===== config.mk =====
export PLATFORM = sky130hd
export DESIGN_NAME = can_fault_conf
export DESIGN_NICKNAME = d
export VERILOG_FILES = /design/src/rtl/fc_pkg.sv /design/src/rtl/fc_rx_counter.sv /design/src/rtl/fc_tx_counter.sv /design/src/rtl/fc_state.sv /design/src/rtl/fc_regport.sv /design/src/rtl/can_fault_conf.sv
export SDC_FILE = /design/constraint.sdc
export NUM_CORES = 1
export LEC_CHECK = 0
export ABC_AREA = 1
export CORE_MARGIN = 5
export CORE_UTILIZATION = 40
export CTS_CLUSTER_DIAMETER = 40
export CTS_CLUSTER_SIZE = 8
export DETAILED_ROUTE_END_ITERATION = 8
export SLEW_MARGIN = 20
export SYNTH_ARGS = -nofsm -noshare
export SYNTH_HDL_FRONTEND = slang
export SYNTH_SLANG_ARGS = --single-unit

===== constraint.sdc =====
create_clock -name clk -period 2.7 [get_ports clk]
set_input_delay 0.27 -clock clk [delete_from_list [all_inputs] [get_ports clk]]
set_output_delay 0.27 -clock clk [all_outputs]
set_load 0.01 [all_outputs]

===== src/rtl/fc_pkg.sv =====
package fc_pkg;

   typedef enum logic [1:0] {
      FC_ACTIVE  = 2'd0,
      FC_PASSIVE = 2'd1,
      FC_BUSOFF  = 2'd2
   } fc_mode_e;

   typedef struct packed {
      logic minor;
      logic severe;
      logic done;
   } fc_rx_ev_t;

   typedef struct packed {
      logic err;
      logic done;
   } fc_tx_ev_t;

endpackage


===== src/rtl/fc_rx_counter.sv =====
module fc_rx_counter
   import fc_pkg::*;
#(
   parameter int unsigned REC_W      = 8,
   parameter int unsigned MINOR_INC  = 1,
   parameter int unsigned SEVERE_INC = 8,
   parameter int unsigned SNAP_ABOVE = 128,
   parameter int unsigned SNAP_TO    = 120,
   parameter bit          SATURATE   = 1'b1
) (
   input  logic             clk,
   input  logic             rst_n,
   input  fc_rx_ev_t        ev,
   input  logic             freeze,
   input  logic             clear,
   output logic [REC_W-1:0] rec_q
);

   localparam logic [REC_W:0]   INC_MINOR  = (REC_W+1)'(MINOR_INC);
   localparam logic [REC_W:0]   INC_SEVERE = (REC_W+1)'(SEVERE_INC);
   localparam logic [REC_W-1:0] SNAP_HI    = REC_W'(SNAP_ABOVE);
   localparam logic [REC_W-1:0] SNAP_LO    = REC_W'(SNAP_TO);

   if (SNAP_TO > SNAP_ABOVE) begin : g_bad_snap
      $error("fc_rx_counter: snap target above snap threshold");
   end
   if (SNAP_ABOVE >= (1 << REC_W)) begin : g_bad_width
      $error("fc_rx_counter: snap threshold does not fit counter");
   end
   if (SEVERE_INC < MINOR_INC || SEVERE_INC >= (1 << REC_W)) begin : g_bad_inc
      $error("fc_rx_counter: increment weights out of range");
   end

   logic [REC_W:0]   inc_w;
   logic [REC_W:0]   sum_w;
   logic [REC_W-1:0] after_inc;
   logic [REC_W-1:0] after_dec;
   logic [REC_W-1:0] rec_d;

   always_comb begin
      if (ev.severe)     inc_w = INC_SEVERE;
      else if (ev.minor) inc_w = INC_MINOR;
      else               inc_w = '0;
      sum_w = {1'b0, rec_q} + inc_w;
   end

   if (SATURATE) begin : g_sat
      always_comb after_inc = sum_w[REC_W] ? '1 : sum_w[REC_W-1:0];

      property p_rec_sat;
         @(posedge clk) disable iff (!rst_n)
            (rec_q == '1 && (ev.minor || ev.severe) && !ev.done && !freeze && !clear)
            |=> (rec_q == '1);
      endproperty
      AST_REC_SATURATE: assert property (p_rec_sat);
   end else begin : g_wrap
      always_comb after_inc = sum_w[REC_W-1:0];
   end

   always_comb begin
      after_dec = after_inc;
      if (ev.done) begin
         if (after_inc > SNAP_HI)     after_dec = SNAP_LO;
         else if (after_inc != '0)    after_dec = after_inc - 1'b1;
      end
   end

   always_comb begin
      if (clear)       rec_d = '0;
      else if (freeze) rec_d = rec_q;
      else             rec_d = after_dec;
   end

   always_ff @(posedge clk or negedge rst_n) begin
      if (!rst_n) rec_q <= '0;
      else        rec_q <= rec_d;
   end

   property p_rec_snap;
      @(posedge clk) disable iff (!rst_n)
         (!freeze && !clear && ev.done && !ev.minor && !ev.severe && rec_q > SNAP_HI)
         |=> (rec_q == SNAP_LO);
   endproperty
   AST_REC_SNAP: assert property (p_rec_snap);

   property p_rec_floor;
      @(posedge clk) disable iff (!rst_n)
         (!freeze && !clear && ev.done && !ev.minor && !ev.severe && rec_q == '0)
         |=> (rec_q == '0);
   endproperty
   AST_REC_NO_UNDERFLOW: assert property (p_rec_floor);

   property p_rec_frozen;
      @(posedge clk) disable iff (!rst_n)
         (freeze && !clear) |=> $stable(rec_q);
   endproperty
   AST_REC_FROZEN: assert property (p_rec_frozen);

endmodule


===== src/rtl/fc_tx_counter.sv =====
module fc_tx_counter
   import fc_pkg::*;
#(
   parameter int unsigned TEC_W  = 9,
   parameter int unsigned TX_INC = 8
) (
   input  logic             clk,
   input  logic             rst_n,
   input  fc_tx_ev_t        ev,
   input  logic             recover_req,
   output logic [TEC_W-1:0] tec_q,
   output logic             frozen,
   output logic             clear_all
);

   localparam int unsigned      LIM_I = (1 << (TEC_W - 1)) - 1;
   localparam logic [TEC_W-1:0] LIM   = TEC_W'(LIM_I);
   localparam logic [TEC_W-1:0] INC   = TEC_W'(TX_INC);

   if (TEC_W < 2) begin : g_bad_width
      $error("fc_tx_counter: counter too narrow");
   end
   if (TX_INC < 1 || TX_INC > LIM_I + 1) begin : g_bad_inc
      $error("fc_tx_counter: increment could wrap the counter");
   end

   logic [TEC_W-1:0] after_inc;
   logic [TEC_W-1:0] tec_d;

   assign frozen    = (tec_q > LIM);
   assign clear_all = frozen && recover_req;

   always_comb begin
      after_inc = tec_q + (ev.err ? INC : '0);
      if (frozen) begin
         tec_d = clear_all ? '0 : tec_q;
      end else if (ev.done && after_inc != '0) begin
         tec_d = after_inc - 1'b1;
      end else begin
         tec_d = after_inc;
      end
   end

   always_ff @(posedge clk or negedge rst_n) begin
      if (!rst_n) tec_q <= '0;
      else        tec_q <= tec_d;
   end

   property p_tec_floor;
      @(posedge clk) disable iff (!rst_n)
         (tec_q == '0 && ev.done && !ev.err) |=> (tec_q == '0);
   endproperty
   AST_TEC_FLOOR: assert property (p_tec_floor);

   property p_tec_net;
      @(posedge clk) disable iff (!rst_n)
         (!frozen && ev.err && ev.done) |=> (tec_q == $past(tec_q) + INC - 1'b1);
   endproperty
   AST_TEC_NET_ORDER: assert property (p_tec_net);

   property p_tec_frozen;
      @(posedge clk) disable iff (!rst_n)
         (frozen && !recover_req) |=> $stable(tec_q);
   endproperty
   AST_TEC_FROZEN: assert property (p_tec_frozen);

   property p_recover;
      @(posedge clk) disable iff (!rst_n)
         (frozen && recover_req) |=> (tec_q == '0);
   endproperty
   AST_RECOVER_CLEARS: assert property (p_recover);

endmodule


===== src/rtl/fc_state.sv =====
module fc_state
   import fc_pkg::*;
#(
   parameter int unsigned TEC_W       = 9,
   parameter int unsigned REC_W       = 8,
   parameter int unsigned PASSIVE_LIM = 127
) (
   input  logic             clk,
   input  logic             rst_n,
   input  logic [TEC_W-1:0] tec_q,
   input  logic [REC_W-1:0] rec_q,
   output logic             err_active,
   output logic             err_passive,
   output logic             bus_off
);

   localparam int unsigned      BUS_I  = (1 << (TEC_W - 1)) - 1;
   localparam logic [TEC_W-1:0] BUS_T  = TEC_W'(BUS_I);
   localparam logic [TEC_W-1:0] PASS_T = TEC_W'(PASSIVE_LIM);
   localparam logic [REC_W:0]   PASS_R = (REC_W+1)'(PASSIVE_LIM);

   if (PASSIVE_LIM >= BUS_I) begin : g_bad_lim
      $error("fc_state: passive limit must lie below bus-off limit");
   end

   fc_mode_e mode_d, mode_q;

   always_comb begin
      if (tec_q > BUS_T)                                  mode_d = FC_BUSOFF;
      else if (tec_q > PASS_T || {1'b0, rec_q} > PASS_R)  mode_d = FC_PASSIVE;
      else                                                mode_d = FC_ACTIVE;
   end

   always_ff @(posedge clk or negedge rst_n) begin
      if (!rst_n) mode_q <= FC_ACTIVE;
      else        mode_q <= mode_d;
   end

   assign err_active  = (mode_q == FC_ACTIVE);
   assign err_passive = (mode_q == FC_PASSIVE);
   assign bus_off     = (mode_q == FC_BUSOFF);

   property p_busoff_lag;
      @(posedge clk) disable iff (!rst_n)
         (tec_q > BUS_T) |=> bus_off;
   endproperty
   AST_BUSOFF_LAG: assert property (p_busoff_lag);

   property p_active_lag;
      @(posedge clk) disable iff (!rst_n)
         (tec_q <= PASS_T && {1'b0, rec_q} <= PASS_R) |=> err_active;
   endproperty
   AST_ACTIVE_LAG: assert property (p_active_lag);

endmodule


===== src/rtl/fc_regport.sv =====
module fc_regport #(
   parameter int unsigned TEC_W  = 9,
   parameter int unsigned REC_W  = 8,
   parameter int unsigned BYTE_W = 8
) (
   input  logic              rd_sel,
   input  logic [TEC_W-1:0]  tec_q,
   input  logic [REC_W-1:0]  rec_q,
   output logic [BYTE_W-1:0] rd_data
);

   logic [BYTE_W-1:0] tec_b;
   logic [BYTE_W-1:0] rec_b;

   if (TEC_W >= BYTE_W) begin : g_tec_slice
      assign tec_b = tec_q[BYTE_W-1:0];
   end else begin : g_tec_pad
      assign tec_b = {{(BYTE_W-TEC_W){1'b0}}, tec_q};
   end

   if (REC_W >= BYTE_W) begin : g_rec_slice
      assign rec_b = rec_q[BYTE_W-1:0];
   end else begin : g_rec_pad
      assign rec_b = {{(BYTE_W-REC_W){1'b0}}, rec_q};
   end

   assign rd_data = rd_sel ? rec_b : tec_b;

endmodule


===== src/rtl/can_fault_conf.sv =====
module can_fault_conf
   import fc_pkg::*;
#(
   parameter int unsigned TEC_W       = 9,
   parameter int unsigned REC_W       = 8,
   parameter int unsigned BYTE_W      = 8,
   parameter int unsigned MINOR_INC   = 1,
   parameter int unsigned SEVERE_INC  = 8,
   parameter int unsigned TX_INC      = 8,
   parameter int unsigned SNAP_ABOVE  = 128,
   parameter int unsigned SNAP_TO     = 120,
   parameter int unsigned PASSIVE_LIM = 127,
   parameter bit          RX_SATURATE = 1'b1
) (
   input  logic              clk,
   input  logic              rst_n,
   input  logic              rx_err_minor,
   input  logic              rx_err_severe,
   input  logic              tx_err,
   input  logic              rx_done,
   input  logic              tx_done,
   input  logic              recover_req,
   input  logic              rd_sel,
   output logic [BYTE_W-1:0] rd_data,
   output logic [TEC_W-1:0]  tec_count,
   output logic [REC_W-1:0]  rec_count,
   output logic              err_active,
   output logic              err_passive,
   output logic              bus_off
);

   fc_rx_ev_t rx_ev;
   fc_tx_ev_t tx_ev;
   logic      frozen;
   logic      clear_all;

   assign rx_ev = '{minor: rx_err_minor, severe: rx_err_severe, done: rx_done};
   assign tx_ev = '{err: tx_err, done: tx_done};

   fc_tx_counter #(
      .TEC_W  (TEC_W),
      .TX_INC (TX_INC)
   ) u_tx (
      .clk         (clk),
      .rst_n       (rst_n),
      .ev          (tx_ev),
      .recover_req (recover_req),
      .tec_q       (tec_count),
      .frozen      (frozen),
      .clear_all   (clear_all)
   );

   fc_rx_counter #(
      .REC_W      (REC_W),
      .MINOR_INC  (MINOR_INC),
      .SEVERE_INC (SEVERE_INC),
      .SNAP_ABOVE (SNAP_ABOVE),
      .SNAP_TO    (SNAP_TO),
      .SATURATE   (RX_SATURATE)
   ) u_rx (
      .clk    (clk),
      .rst_n  (rst_n),
      .ev     (rx_ev),
      .freeze (frozen),
      .clear  (clear_all),
      .rec_q  (rec_count)
   );

   fc_state #(
      .TEC_W       (TEC_W),
      .REC_W       (REC_W),
      .PASSIVE_LIM (PASSIVE_LIM)
   ) u_state (
      .clk         (clk),
      .rst_n       (rst_n),
      .tec_q       (tec_count),
      .rec_q       (rec_count),
      .err_active  (err_active),
      .err_passive (err_passive),
      .bus_off     (bus_off)
   );

   fc_regport #(
      .TEC_W  (TEC_W),
      .REC_W  (REC_W),
      .BYTE_W (BYTE_W)
   ) u_regport (
      .rd_sel  (rd_sel),
      .tec_q   (tec_count),
      .rec_q   (rec_count),
      .rd_data (rd_data)
   );

endmodule


==> summary.json <==
{
  "detailed_routing": {
    "dr_total_vias": 1947,
    "route.detailed.vias_per_inst": 4.84,
    "detail_route.drc_violations": 0,
    "drt_first_iter_violations": 196,
    "antenna_left": 0,
    "detail_route.wl_per_cell_um": 13.2,
    "wl_um": 5320,
    "firstDrtPassIters": 5
  },
  "yosys": {
    "synthesis.instances": 293,
    "ys_seq_elements": 19,
    "synth_top_cells_by_count": "sky130_fd_sc_hd__nand2_1, sky130_fd_sc_hd__inv_1, sky130_fd_sc_hd__nand3_1, sky130_fd_sc_hd__nor2_1, sky130_fd_sc_hd__dfrtp_1",
    "synth-edff-count": 0,
    "dominantRegCellSynth": "sky130_fd_sc_hd__dfrtp_1",
    "synth_sequential_area_ratio_pct": 23.5,
    "netlist-cell-type-count": 33,
    "postSynth.asyncResetShare_pct": 100,
    "synth_largest_area_cell": "sky130_fd_sc_hd__dfrtp_1",
    "ys_warn_count": 0,
    "synth.cell_area_mm2": 0.00202,
    "post_synth.cell_area_avg_um2": 6.91,
    "synth.net_count": 312,
    "synth_top_area_share_pct": 23.5,
    "post_synth_main_area_contributors": "sky130_fd_sc_hd__dfrtp_1, sky130_fd_sc_hd__nand2_1, sky130_fd_sc_hd__nand3_1",
    "synth.most_common_cell": "sky130_fd_sc_hd__nand2_1"
  },
  "die": {
    "floorplan.io_pins": 37,
    "die_area_mm2": 0.00658,
    "coreArea_mm2": 0.00482,
    "num_rows": 25,
    "floorplan.die.width_um": 81.1,
    "initial_utilization_pct": 42.0,
    "die_y_um": 81.1
  },
  "finish": {
    "fill_cells": 501,
    "layout.cells.non_filler": 402,
    "sequential_cell_area_um2": 475,
    "antenna_cells": 0,
    "final_nets": 355,
    "layout-area-overhead-vs-synth_pct": 24.7,
    "multi_input_area_mm2": 0.00137,
    "final_cell_area_mm2": 0.00252,
    "final_layout_size_suffix_gt1_share_pct": 16.7
  },
  "global_routing": {
    "total_global_route_track_usage_pct": 17.4,
    "grt_pass1_vias": 1859,
    "antenna_found_initial": 0,
    "grt_start_max_net_pins": 20,
    "global_route.overflow_total": 0,
    "grt_first_pass_wirelength_um": 9060
  },
  "clock_network": {
    "worst_setup_hold_path_clk_slew_ns": 0.08,
    "clock_latency_on_the_worst_skew_pair_ns": 0.26,
    "cts_hold_buffers": 0,
    "cts_sinks": 19,
    "clock_tree.buffer_depth": 2,
    "tritoncts": "yes",
    "postCtsSetupRepairBufs": 0,
    "cts.repair.resized": 0,
    "htree_levels": 1,
    "cts.root.buffer_cell": "sky130_fd_sc_hd__clkbuf_8",
    "number_of_buffers_inserted_during_clock_tree_synthesis": 3
  },
  "critical_path": {
    "timing.critical_path.cells": "clkdlybuf4s50_1, nor2_1, ha_1, ha_1, nand3_2, nand2_4, nand2_4, inv_1, nor2_1, ha_1, inv_1, nor2_8, nand3_4, o211ai_1, nand2_1",
    "critPathArrivalTime_ns": 2.60,
    "regToRegEndpoint": "u_rx.rec_q[2]",
    "reg2reg_slack_ns": 0.32,
    "crit_slowest_cell": "sky130_fd_sc_hd__clkdlybuf4s50_1",
    "cp-startpoint": "rx_err_severe",
    "cp.required_ns": 2.85,
    "timing.critical_path.to_type": "register",
    "timing.critical_path.to": "u_rx.rec_q[2]",
    "worstSetupPathType": "input port to register",
    "path_common_cell": "sky130_fd_sc_hd__ha_1",
    "timing.critical_path.fanout_max": 7,
    "worst-r2r-cell-count": 13,
    "critical_path_source_type": "input port",
    "path_depth": 15,
    "combined_buffer_and_inverter_count_along_the_critical_path": 3,
    "worstReg2RegStart": "u_rx.rec_q[0]",
    "family_with_the_most_delay_on_the_worst_path": "simple AND/OR/NAND/NOR gates",
    "crit_path_max_incr_delay_ns": 0.49
  },
  "placed_design": {
    "dpl.hpwl_um": 4220,
    "dpl_cell_area_mm2": 0.00248,
    "finalWeightedCongestion": 0.874,
    "dp_cells": 398,
    "io_buffers": 36
  },
  "pwr": {
    "static-leakage-power_nw": 1.23,
    "power-per-cell-area_mw_per_mm2": 1160,
    "p_total_mw": 2.93,
    "max-vdd-ir-drop_mv": 0.513
  },
  "sta": {
    "final-setup-viol-count": 0,
    "timing_hold_violations_final": 0,
    "max_slew_margin_pct": 69.7,
    "totalNegativeSetupSlack_ns": 0,
    "worstMarginPinSlew_ns": 0.453,
    "min_period_ns": 2.45,
    "grt_setup_unrepaired": "false",
    "fin_crit_sh_pct": 90.7,
    "clock.fmax_mhz": 409,
    "clock-skew-final_ns": 0.00579,
    "final-max-slew-violation-count": 0
  },
  "min_path": {
    "holdCritPathClass": "input port to asynchronous set/reset pin"
  },
  "flow_run": {
    "drv_cap": 0
  },
  "outcome": {
    "outcome": "completed"
  }
}
## layout by cell type (no fill, tap or decap)
cell,Yosys,final
sky130_fd_sc_hd__nor4_2,1,1
sky130_fd_sc_hd__inv_2,5,5
sky130_fd_sc_hd__o22ai_1,2,2
sky130_fd_sc_hd__inv_6,1,1
sky130_fd_sc_hd__or2_2,1,1
sky130_fd_sc_hd__nor2_2,2,2
sky130_fd_sc_hd__xnor2_1,4,4
sky130_fd_sc_hd__nor2_8,2,2
sky130_fd_sc_hd__o21bai_1,1,1
sky130_fd_sc_hd__nor2_1,22,22
sky130_fd_sc_hd__o211ai_1,1,1
sky130_fd_sc_hd__ha_1,10,10
sky130_fd_sc_hd__nand2_2,10,10
sky130_fd_sc_hd__nand2_1,91,91
sky130_fd_sc_hd__inv_1,29,29
sky130_fd_sc_hd__nand3_2,6,6
sky130_fd_sc_hd__o21ai_1,6,6
sky130_fd_sc_hd__nand2_4,8,8
sky130_fd_sc_hd__nand3b_1,4,4
sky130_fd_sc_hd__nor3_1,4,4
sky130_fd_sc_hd__a21oi_1,3,3
sky130_fd_sc_hd__o21ai_0,13,13
sky130_fd_sc_hd__nand4_1,3,3
sky130_fd_sc_hd__dfrtp_1,19,19
sky130_fd_sc_hd__clkdlybuf4s50_1,0,36
sky130_fd_sc_hd__clkbuf_8,0,3
sky130_fd_sc_hd__nor2_4,3,3
sky130_fd_sc_hd__xor2_2,1,1
sky130_fd_sc_hd__buf_4,0,7
sky130_fd_sc_hd__clkinv_2,1,2
sky130_fd_sc_hd__xor2_1,4,4
sky130_fd_sc_hd__nand3_1,27,27
sky130_fd_sc_hd__nand3_4,4,4
## worst min path at each step
stage / start / endpoint / cells after the start
2_1_floorplan: rst_n / u_rx.rec_q[0] / 0
3_3_place_gp: u_rx.rec_q[0] / u_rx.rec_q[0] / 2
3_5_place_dp: u_tx.tec_q[0] / u_tx.tec_q[0] / 1
4_1_cts: rst_n / u_tx.tec_q[6] / 2
5_1_grt: rst_n / u_tx.tec_q[6] / 2
6_report: rst_n / u_rx.rec_q[5] / 2
## worst register-to-register path, delay by kind of cell (launching register included)
kind                     cells  cell delay, ns
AO/OA/AOI/OAI                1            0.25
adder cells (fa/ha/maj)      3            0.64
buffers and inverters        2            0.14
flip-flops                   1            0.44
AND/OR/NAND/NOR              7            0.79
## metal layers
layer	global-route usage, %	part of all wire, %
met4	2.36	0.43
met1	26.9	51
met2	26.6	42
met5	0	0
met3	1.77	6.4
## kinds of logic after synthesis
kind of cell	synth area share (%)
adders and majority gates	6.18
xor gates and xnor gates	4.26
DFF	23.5
and+or+nand+nor	50.2
buffers and inverters	9.08
AOI/OAI and AO/OA	6.80
## power breakdown
part           leakage (nW)  internal (mW)  switching [mW]
clock network        0.0255          0.103           0.109
logic                 0.971          0.902            1.17
registers             0.237          0.420           0.230
total                  1.23           1.42            1.51
## sequential cells by signal, summed over array words and instances, names as in the netlist
register,cells
u_tx.tec_q,9
u_state.mode_q,2
u_rx.rec_q,8
## final cells by class
cell class	count	share of cell area, %
Clock inverter	1	0.198
Clock buffer	3	1.64
Multi-Input combinational cell	233	54.1
Sequential cell	19	18.8
Inverter	36	5.60
Tap cell	67	3.32
Timing Repair Buffer	43	16.4
## stage by stage
| stage | setup WS, ns | utilization, % | hold WS [ns] |
|---|---|---|---|
| floorplan | 0.366 | - | -0.0256 |
| global placement | 0.0584 | 51.5 | 0.553 |
| detailed placement | -0.00902 | 51.5 | 0.548 |
| CTS | 0.268 | 52.4 | 0.362 |
| global route | 0.0777 | 52.4 | 0.383 |
| finish | 0.252 | 52.4 | 0.350 |
Note: power is estimated with default switching activity, not from simulation.
